$ cat config.mk
export PLATFORM = sky130hd
export DESIGN_NAME = rs485_addr_filter
export DESIGN_NICKNAME = d
export VERILOG_FILES = /design/src/rtl/afil_pkg.sv /design/src/rtl/afil_classify.sv /design/src/rtl/afil_rxen_ctl.sv /design/src/rtl/afil_wr_gate.sv /design/src/rtl/rs485_addr_filter.sv
export SDC_FILE = /design/constraint.sdc
export NUM_CORES = 1
export LEC_CHECK = 0
export ABC_AREA = 1
export BUFFER_PORTS_ARGS = -buffer_cell sky130_fd_sc_hd__buf_4
export CAP_MARGIN = 20
export CORE_MARGIN = 1.5
export CORE_UTILIZATION = 43
export DETAILED_ROUTE_END_ITERATION = 8
export GPL_TIMING_DRIVEN = 0
export PLACE_DENSITY = 0.74
export SLEW_MARGIN = 15
export SYNTH_ARGS = -nofsm -noshare
export SYNTH_HDL_FRONTEND = slang
export SYNTH_SLANG_ARGS = --single-unit
$ cat constraint.sdc
create_clock -name clk -period 1.6 [get_ports clk]
set_input_delay 0.32 -clock clk [delete_from_list [all_inputs] [get_ports clk]]
set_output_delay 0.32 -clock clk [all_outputs]
set_load 0.005 [all_outputs]
$ cat src/rtl/afil_pkg.sv
// Shared types for the multidrop address filter.
// Assumes an 8-bit character plus one marker bit.
package afil_pkg;
    localparam int CHAR_W = 8;
    localparam int WORD_W = CHAR_W + 1;

    // Classified character handed from the classifier to the other stages
    typedef struct packed {
        logic              valid;    // character present this cycle
        logic              is_addr;  // ninth bit set
        logic              match;    // byte equals station address
        logic [CHAR_W-1:0] data;     // received byte
    } afil_char_t;
endpackage

$ cat src/rtl/afil_classify.sv
// Classifies an incoming character: address or data, and whether the byte
// equals the programmed station address. Purely combinational.
// Assumes rx_valid is a one-cycle strobe per character.
module afil_classify
    import afil_pkg::*;
#(
    parameter int W = CHAR_W
) (
    input  logic         rx_valid,
    input  logic [W-1:0] rx_data,
    input  logic         rx_bit9,
    input  logic [W-1:0] station_addr,
    output afil_char_t   chr
);
    // Build the classified character record
    always_comb begin
        chr.valid   = rx_valid;
        chr.is_addr = rx_bit9;
        chr.match   = (rx_data == station_addr);
        chr.data    = rx_data;
    end
endmodule

$ cat src/rtl/afil_rxen_ctl.sv
// Receiver-enabled state. A software write has the highest priority. Below
// it, an address character seen in automatic mode sets the state to the
// compare result. Otherwise the state holds.
// Assumes a synchronous active-low reset; the state comes out of reset enabled.
module afil_rxen_ctl
    import afil_pkg::*;
(
    input  logic       clk,
    input  logic       rst_n,
    input  afil_char_t chr,
    input  logic       mode_auto,
    input  logic       rxdis_wr,
    input  logic       rxdis_val,
    output logic       rx_en
);
    logic rx_en_q;
    logic auto_hit;

    // An address character that the automatic mode acts on
    always_comb auto_hit = mode_auto && chr.valid && chr.is_addr;

    // Update the enable state by priority: software, then auto compare
    always_ff @(posedge clk) begin
        if (!rst_n) begin
            rx_en_q <= 1'b1;
        end else if (rxdis_wr) begin
            rx_en_q <= !rxdis_val;
        end else if (auto_hit) begin
            rx_en_q <= chr.match;
        end
    end

    assign rx_en = rx_en_q;

    AST_MATCH_ENABLES: assert property (@(posedge clk) disable iff (!rst_n)
        (auto_hit && chr.match && !rxdis_wr) |=> rx_en_q) else $error("match");
    AST_MISMATCH_DISABLES: assert property (@(posedge clk) disable iff (!rst_n)
        (auto_hit && !chr.match && !rxdis_wr) |=> !rx_en_q) else $error("mismatch");
    AST_SW_WRITE_WINS: assert property (@(posedge clk) disable iff (!rst_n)
        rxdis_wr |=> (rx_en_q == !$past(rxdis_val))) else $error("sw write");
    AST_HOLD_NO_AUTO: assert property (@(posedge clk) disable iff (!rst_n)
        (!mode_auto && !rxdis_wr) |=> $stable(rx_en_q)) else $error("hold");
endmodule

$ cat src/rtl/afil_wr_gate.sv
// Decides whether each character is written to the FIFO and raises the
// address interrupt. All outputs are registered, so they appear one cycle
// after the character. Uses the enable state as it stands when the
// character arrives.
// Assumes the classifier output is valid in the same cycle as rx_valid.
module afil_wr_gate
    import afil_pkg::*;
(
    input  logic              clk,
    input  logic              rst_n,
    input  afil_char_t        chr,
    input  logic              mode_flag,
    input  logic              mode_auto,
    input  logic              rx_en,
    output logic              fifo_wr,
    output logic [WORD_W-1:0] fifo_data,
    output logic              addr_irq
);
    logic wr_d;
    logic irq_d;

    // Write decision: auto compare for addresses, flag mode stores
    // addresses, everything else is gated by the enable state
    always_comb begin
        wr_d = 1'b0;
        if (chr.valid) begin
            if (mode_auto && chr.is_addr) begin
                wr_d = chr.match;
            end else if (mode_flag && chr.is_addr) begin
                wr_d = 1'b1;
            end else begin
                wr_d = rx_en;
            end
        end
    end

    // Interrupt decision: address character while flagging mode is on
    always_comb irq_d = chr.valid && chr.is_addr && mode_flag;

    // Register the FIFO write port and the interrupt pulse
    always_ff @(posedge clk) begin
        if (!rst_n) begin
            fifo_wr   <= 1'b0;
            fifo_data <= '0;
            addr_irq  <= 1'b0;
        end else begin
            fifo_wr  <= wr_d;
            addr_irq <= irq_d;
            if (wr_d) begin
                fifo_data <= {chr.is_addr, chr.data};
            end
        end
    end

    AST_WR_NEEDS_VALID: assert property (@(posedge clk) disable iff (!rst_n)
        fifo_wr |-> $past(chr.valid)) else $error("write w/o valid");
    AST_DATA_NEEDS_EN: assert property (@(posedge clk) disable iff (!rst_n)
        (fifo_wr && !fifo_data[CHAR_W]) |-> $past(rx_en)) else $error("data while off");
    AST_IRQ_CAUSE: assert property (@(posedge clk) disable iff (!rst_n)
        addr_irq |-> $past(mode_flag && chr.valid && chr.is_addr)) else $error("irq");
    AST_IRQ_NEEDS_FLAG: assert property (@(posedge clk) disable iff (!rst_n)
        !mode_flag |=> !addr_irq) else $error("irq w/o flag mode");
endmodule

$ cat src/rtl/rs485_addr_filter.sv
// Top of the multidrop address filter. Connects the classifier, the
// receiver-enabled state and the FIFO write gate.
// Assumes one character per rx_valid strobe, with the ninth bit aligned
// to the byte.
module rs485_addr_filter
    import afil_pkg::*;
(
    input  logic              clk,
    input  logic              rst_n,
    input  logic              rx_valid,
    input  logic [CHAR_W-1:0] rx_data,
    input  logic              rx_bit9,
    input  logic              mode_flag,
    input  logic              mode_auto,
    input  logic              rxdis_wr,
    input  logic              rxdis_val,
    input  logic [CHAR_W-1:0] station_addr,
    output logic              fifo_wr,
    output logic [WORD_W-1:0] fifo_data,
    output logic              addr_irq,
    output logic              rx_enabled
);
    afil_char_t chr;
    logic       rx_en;

    afil_classify #(.W(CHAR_W)) u_cls (
        .rx_valid     (rx_valid),
        .rx_data      (rx_data),
        .rx_bit9      (rx_bit9),
        .station_addr (station_addr),
        .chr          (chr)
    );

    afil_rxen_ctl u_en (
        .clk       (clk),
        .rst_n     (rst_n),
        .chr       (chr),
        .mode_auto (mode_auto),
        .rxdis_wr  (rxdis_wr),
        .rxdis_val (rxdis_val),
        .rx_en     (rx_en)
    );

    afil_wr_gate u_gate (
        .clk       (clk),
        .rst_n     (rst_n),
        .chr       (chr),
        .mode_flag (mode_flag),
        .mode_auto (mode_auto),
        .rx_en     (rx_en),
        .fifo_wr   (fifo_wr),
        .fifo_data (fifo_data),
        .addr_irq  (addr_irq)
    );

    assign rx_enabled = rx_en;

    AST_RESET_STATE: assert property (@(posedge clk)
        !rst_n |=> (rx_enabled && !fifo_wr && !addr_irq)) else $error("reset");
endmodule

==> impl_summary.log, run 1 <==
[metrics] run status: complete, no violations
[metrics] uppermost layer routed: met3
[metrics] number of violations reported at the end of detailed-routing iteration 0: 15
[metrics] placed wire-length estimate after detailed placement: 1220 µm
[metrics] number of buffers created by CTS: 3
[metrics] maximum fanout along the worst path: 10
[metrics] switching power share of the total: 26.3%
[metrics] CTS max path bufs: 2
[metrics] worst clock skew: 0.00590 ns
[metrics] full die area: 0.00191 mm²
[metrics] H-Tree Depth: 1
[metrics] cell internal power dissipation: 566 µW
[metrics] cell type with the highest aggregate area in the netlist: sky130_fd_sc_hd__dfxtp_1
[metrics] met2 wirelength from detailed routing: 728 µm
[metrics] number of top-level pins: 36
[metrics] critical path launch point type: flip-flop
[metrics] starting density of the core: 46.7%
[metrics] average size of a mapped cell: 6.25 µm²
[metrics] final net count: 177
[metrics] maximum number of pins on one net before global-route repair: 11
[metrics] Area Growth Syn to Fin: 43.8%
[metrics] Vert. Die Dim: 43.7 µm
[metrics] Clk network pwr share: 31.2%
[metrics] remaining antenna violation count: 0
[metrics] data arrival time of the critical path: 1.49 ns
[metrics] count of buffers from port buffering: 34
[metrics] final antenna diode count: 0
[metrics] final hold vios: 0
[metrics] Synth Cell Area: 712 µm²
[metrics] amount of wire on met3 after detailed routing: 124 µm
[metrics] total track usage: 19.4%
[metrics] total DRC errors in the routed layout: 0
[metrics] CTS Root Cell: sky130_fd_sc_hd__clkbuf_4
[metrics] top area cells in the synthesized netlist: sky130_fd_sc_hd__dfxtp_1 34%, sky130_fd_sc_hd__nand2_1 17%, sky130_fd_sc_hd__inv_1 13%, sky130_fd_sc_hd__a21oi_1 6.3%, sky130_fd_sc_hd__nand3_1 6.3%
[metrics] first-pass GRT wire length: 2850 µm
[metrics] clock tree from TritonCTS: done
[metrics] count of instances resized after the clock tree is built: 0
[metrics] count of state elements after synthesis: 12
[metrics] HP Start: rx_data[0]
[metrics] DIE WIDTH: 43.7 µm
[metrics] slew at the pin closest to its max-slew limit: 0.434 ns
[metrics] ratio of final minimum period to clock period: 82.9%
[metrics] final count of negative-setup-slack endpoints: 0
[metrics] layout cells sized above 1: 29.6%
[metrics] count of unique library cells instantiated by Yosys: 18
[metrics] async set-or-reset flop fraction in the synthesized netlist: 0%
[metrics] RSZ-0062 raised after global routing: false
[metrics] via count of the first global-routing pass: 737
[metrics] wire length per cell: 9.40 µm
[metrics] count of max-cap constraint violations: 0
[metrics] Routed met1 length: 728 µm
[metrics] f_max: 754 MHz
[metrics] number of warnings printed during yosys synthesis: 0
[metrics] most used standard cells in the synthesized netlist: 33 x sky130_fd_sc_hd__nand2_1, 24 x sky130_fd_sc_hd__inv_1, 12 x sky130_fd_sc_hd__dfxtp_1, 12 x sky130_fd_sc_hd__nor2_1
[metrics] core area: 0.00152 mm²
[metrics] start point of the critical path: u_en.rx_en$_SDFFE_PN1P_
[metrics] final non-filler cell total: 168
[metrics] share of total power in sequential cells: 43.4%
[metrics] filler cell count in the final layout: 139
[metrics] class of the tightest hold or removal check: in -> reg
[metrics] capturing element type of the critical path: flip-flop
[metrics] sequential cell area in the final layout: 240 µm²
[metrics] setup tns final: 0 ns
[metrics] startpoint of the worst-slack reg-to-reg timing path: u_en.rx_en$_SDFFE_PN1P_
[metrics] Placed Cells: 164
[metrics] routability congestion estimate: 0.699
[metrics] kind of critical path: reg -> reg
[metrics] Top FF cell, synth: sky130_fd_sc_hd__dfxtp_1
[metrics] minimum clock period: 1.33 ns
[metrics] count of clock tree sinks: 12
[metrics] syn_nets: 138
[metrics] highest ir drop seen on vdd: 479 µV
[metrics] number of buffers added for setup after CTS: 0
[metrics] area share of the largest cell type after synthesis: 33.7%
[metrics] Clk Latency, worst-skew pair: 0.27 ns
[metrics] max-slew violation total from the final report: 0
[metrics] vias per std cell: 4.67
[metrics] power density of the placed cells: 751 mW/mm²
[metrics] most common cell in the netlist: sky130_fd_sc_hd__nand2_1
[metrics] data required time at the worst endpoint: 1.77 ns
[metrics] Logic pwr share: 25.3%
[metrics] sequential cell area fraction in the yosys report: 33.7%
[metrics] DR pass1 iterations: 4
[metrics] grt ovf: 0
[metrics] initial antenna violation count: 0
[metrics] EDFF count, synth: 0
[metrics] final routed wirelength across all metal layers: 1580 µm
[metrics] reported net switching power: 202 µW
[metrics] Worst slew margin: 71.1%
[metrics] number of cells produced by synthesis: 114
[metrics] area taken by multi-input logic gates: 352 µm²
[metrics] number of hold-repair buffers added at the cts stage: 0
[metrics] std cell rows: 14
[metrics] Clk pin slew, worst setup/hold paths: 0.08 ns
[metrics] leakage power figure: 0.599 nW
[metrics] via count of the routed design: 784
## metrics by stage
stage	utilization, %	total power, mW	cell area (µm²)	hold WS, ns	setup WS [ns]
final	67.2	0.768	1020	0.282	0.274
after global routing	67.2	0.818	1020	0.287	0.187
after CTS	67.2	0.777	1020	0.279	0.313
after detailed placement	64.8	0.536	987	0.519	0.129
after global placement	64.8	0.531	987	0.516	0.125
after floorplan	-	0.436	712	0.444	0.397
## registers in the layout (all words and copies together), names as in the netlist
register          flops
u_en.rx_en            1
u_gate.addr_irq       1
u_gate.fifo_data      9
u_gate.fifo_wr        1
## routing by layer
layer | vias up | GRT usage, %
met2 | 33 | 32.1
met3 | 0 | 5.00
met1 | 333 | 23.9
met4 | 0 | 7.88
met5 | - | 0
li1 | 418 | -
## worst max-delay path, cell delays in order, from the launching register on
cell and delay, ns:
sky130_fd_sc_hd__dfxtp_1 0.37, sky130_fd_sc_hd__a21oi_1 0.05, sky130_fd_sc_hd__nand3b_2 0.35, sky130_fd_sc_hd__buf_6 0.23
sky130_fd_sc_hd__a21oi_1 0.17, sky130_fd_sc_hd__nor2_1 0.06
## final timing paths
kind,slack (ns),endpoint,depth (start not counted)
worst max-delay path,0.27,u_gate.fifo_data[5]$_SDFFE_PN0P_,5
worst min-delay path,0.28,u_gate.fifo_data[0]$_SDFFE_PN0P_,3
worst max register to register,0.27,u_gate.fifo_data[5]$_SDFFE_PN0P_,5
worst min register to register,0.53,u_gate.fifo_data[8]$_SDFFE_PN0P_,3
## area by class of cell
cell class                      count  share of cell area [%]
Inverter                           25                    9.17
Clock buffer                        4                    3.55
Timing Repair Buffer               34                    24.9
Tap cell                           16                    1.96
Multi-Input combinational cell     74                    34.4
Sequential cell                    12                    23.5
Buffer                              3                    2.57
## logic make-up (layout without fill, tap and decap cells)
group                  Yosys count  after routing  synth area share [%]
AO/OA/AOI/OAI                   13             13                  10.0
XOR/XNOR                         2              2                  2.46
buffers and inverters           28             66                  16.9
AND/OR/NAND/NOR                 59             59                  36.9
flip-flops                      12             12                  33.7
## layout by cell type (no fill, tap or decap), types with 2 or more instances in the layout
cell and count:
sky130_fd_sc_hd__a21oi_1 9, sky130_fd_sc_hd__buf_4 34, sky130_fd_sc_hd__buf_6 2, sky130_fd_sc_hd__clkbuf_4 3, sky130_fd_sc_hd__dfxtp_1 12, sky130_fd_sc_hd__inv_1 24, sky130_fd_sc_hd__nand2_1 33, sky130_fd_sc_hd__nand3_1 9
sky130_fd_sc_hd__nor2_1 12, sky130_fd_sc_hd__nor2_2 2, sky130_fd_sc_hd__o21ai_0 2
## power groups by stage
stage               logic [mW]  clock network (mW)  registers (mW)
finish                   0.195               0.240           0.334
detailed placement       0.195                   0           0.340
global placement         0.191                   0           0.340
global route             0.222               0.259           0.337
CTS                      0.196               0.247           0.334
floorplan               0.0942                   0           0.342
Power figures use the tool's default switching activity.
==> inputs of run 2 (changes only) <==
--- a/config.mk
+++ b/config.mk
@@ -9,10 +9,10 @@
 export BUFFER_PORTS_ARGS = -buffer_cell sky130_fd_sc_hd__buf_4
 export CAP_MARGIN = 20
 export CORE_MARGIN = 1.5
-export CORE_UTILIZATION = 43
+export CORE_UTILIZATION = 39
 export DETAILED_ROUTE_END_ITERATION = 8
 export GPL_TIMING_DRIVEN = 0
-export PLACE_DENSITY = 0.74
+export PLACE_DENSITY = 0.71
 export SLEW_MARGIN = 15
 export SYNTH_ARGS = -nofsm -noshare
 export SYNTH_HDL_FRONTEND = slang
==> constraint.sdc (replaced) <==
create_clock -name clk -period 1.15 [get_ports clk]
set_input_delay 0.23 -clock clk [delete_from_list [all_inputs] [get_ports clk]]
set_output_delay 0.23 -clock clk [all_outputs]
set_load 0.005 [all_outputs]
==> impl_summary.log, run 2 (same netlist as run 1, synthesis figures left out) <==
[metrics] CTS Root Cell: sky130_fd_sc_hd__clkbuf_4
[metrics] count of buffers from port buffering: 34
[metrics] remaining antenna violation count: 0
[metrics] Worst slew margin: 70.6%
[metrics] std cell rows: 15
[metrics] data arrival time of the critical path: 1.23 ns
[metrics] via count of the routed design: 820
[metrics] Clk Latency, worst-skew pair: 0.27 ns
[metrics] number of buffers created by CTS: 3
[metrics] via count of the first global-routing pass: 657
[metrics] maximum fanout along the worst path: 10
[metrics] Worst R2R End: u_gate.fifo_data[8]$_SDFFE_PN0P_
[metrics] crit path to: u_gate.fifo_data[8]$_SDFFE_PN0P_
[metrics] first-pass GRT wire length: 2530 µm
[metrics] number of hold-repair buffers added at the cts stage: 0
[metrics] power density of the placed cells: 1010 mW/mm²
[metrics] count of max-cap constraint violations: 0
[metrics] highest ir drop seen on vdd: 564 µV
[metrics] total track usage: 16.4%
[metrics] placed wire-length estimate after detailed placement: 1280 µm
[metrics] leakage power figure: 0.623 nW
[metrics] minimum clock period: 1.05 ns
[metrics] f_max: 951 MHz
[metrics] Area Growth Syn to Fin: 51.7%
[metrics] routability congestion estimate: 0.776
[metrics] max-slew violation total from the final report: 0
[metrics] full die area: 0.00209 mm²
[metrics] class of the tightest hold or removal check: in -> reg
[metrics] slew at the pin closest to its max-slew limit: 0.441 ns
[metrics] share of total power in sequential cells: 42.5%
[metrics] register name with the most flops: u_gate.fifo_data
[metrics] count of clock tree sinks: 12
[metrics] wire length per cell: 9.50 µm
[metrics] number of violations reported at the end of detailed-routing iteration 0: 11
[metrics] kind of critical path: reg -> reg
[metrics] H-Tree Depth: 1
[metrics] DIE WIDTH: 45.7 µm
[metrics] maximum number of pins on one net before global-route repair: 11
[metrics] CTS max path bufs: 2
[metrics] clock tree from TritonCTS: done
[metrics] core area: 0.00173 mm²
[metrics] Worst Reg-to-Reg Cells: 6
[metrics] leading cell type in the layout, fill and taps excluded: sky130_fd_sc_hd__buf_4
[metrics] cell internal power dissipation: 802 µW
[metrics] final net count: 180
[metrics] initial antenna violation count: 0
[metrics] switching power share of the total: 26.6%
[metrics] total DRC errors in the routed layout: 0
[metrics] reported net switching power: 291 µW
[metrics] Vert. Die Dim: 45.7 µm
[metrics] setup slack of the worst register-to-register path: 0.1 ns
[metrics] Logic pwr share: 26.6%
[metrics] Worst Hold Margin: 0.192 ns
[metrics] Placed Cells: 173
[metrics] data required time at the worst endpoint: 1.33 ns
[metrics] final count of negative-setup-slack endpoints: 0
[metrics] DR pass1 iterations: 4
[metrics] worst clock skew: 0.00242 ns
[metrics] run status: complete, no violations
[metrics] final non-filler cell total: 180
[metrics] HP Start: rx_data[6]
[metrics] ratio of final minimum period to clock period: 91.4%
[metrics] number of top-level pins: 36
[metrics] number of flip-flops under the largest register name: 9
[metrics] final antenna diode count: 0
[metrics] final routed wirelength across all metal layers: 1710 µm
[metrics] highest-count cells in the layout ignoring fill and taps: 36 x sky130_fd_sc_hd__buf_4, 33 x sky130_fd_sc_hd__nand2_1, 24 x sky130_fd_sc_hd__inv_1
[metrics] setup tns final: 0 ns
[metrics] Clk network pwr share: 31.0%
[metrics] grt ovf: 0
[metrics] start point of the critical path: u_en.rx_en$_SDFFE_PN1P_
[metrics] final hold vios: 0
[metrics] critical path launch point type: flip-flop
[metrics] Clk pin slew, worst setup/hold paths: 0.08 ns
[metrics] layout cells sized above 1: 31.6%
[metrics] vias per std cell: 4.56
[metrics] startpoint of the worst-slack reg-to-reg timing path: u_en.rx_en$_SDFFE_PN1P_
[metrics] capturing element type of the critical path: flip-flop
[metrics] starting density of the core: 41.2%
## run 2: area by class of cell
type	instances	area, µm²
Buffer	3	26.3
Clock buffer	4	36.3
Fill cell	180	647
Inverter	25	93.8
Multi-Input combinational cell	74	360
Sequential cell	12	241
Tap cell	25	31.3
Timing Repair Buffer	37	290
## run 2: worst min path at each step
stage / endpoint / slack, ns / cells past startpoint
after global routing: u_gate.fifo_data[4]$_SDFFE_PN0P_ / 0.20 / 3
after detailed placement: u_gate.fifo_data[0]$_SDFFE_PN0P_ / 0.48 / 3
after global placement: u_gate.fifo_data[0]$_SDFFE_PN0P_ / 0.46 / 3
after CTS: u_gate.fifo_data[0]$_SDFFE_PN0P_ / 0.19 / 3
after floorplan: u_gate.fifo_data[0]$_SDFFE_PN0P_ / 0.35 / 2
final: u_gate.fifo_data[6]$_SDFFE_PN0P_ / 0.19 / 3
## run 2: what timing repair did
item,4_1_cts,5_1_grt
pin swaps,0,1
resized for setup,1,1
setup buffers,0,3
setup endpoints to repair,10,8
## run 2: routing by layer
metal,wire length [µm],vias to the layer above,track usage (%)
li1,-,425,-
met1,758,369,20.6
met2,852,22,27.6
met3,63,4,2.78
met4,35,0,6.86
met5,0,-,0
## run 2: power groups by stage
stage	logic, mW	registers, mW	clock network (mW)
6_report	0.290	0.464	0.338
5_1_grt	0.325	0.467	0.364
4_1_cts	0.279	0.464	0.343
3_5_place_dp	0.274	0.474	0
3_3_place_gp	0.267	0.473	0
2_1_floorplan	0.131	0.476	0
## run 2: metrics by stage
stage	area (µm²)	util (%)	worst slack, ns	total power, mW
5_1_grt	1080	62.5	-0.00163	1.16
3_5_place_dp	998	57.8	-0.235	0.747
4_1_cts	1040	60.4	0.0218	1.09
3_3_place_gp	998	57.8	-0.238	0.740
2_1_floorplan	712	-	0.0149	0.607
6_report	1080	62.5	0.0990	1.09
## run 2: critical path: stages, from the launching register on
cell,delay (ns)
sky130_fd_sc_hd__dfxtp_2,0.33
sky130_fd_sc_hd__a21oi_1,0.12
sky130_fd_sc_hd__nand3b_4,0.18
sky130_fd_sc_hd__buf_6,0.15
sky130_fd_sc_hd__nand3b_1,0.08
sky130_fd_sc_hd__nand2_1,0.06
sky130_fd_sc_hd__inv_1,0.03
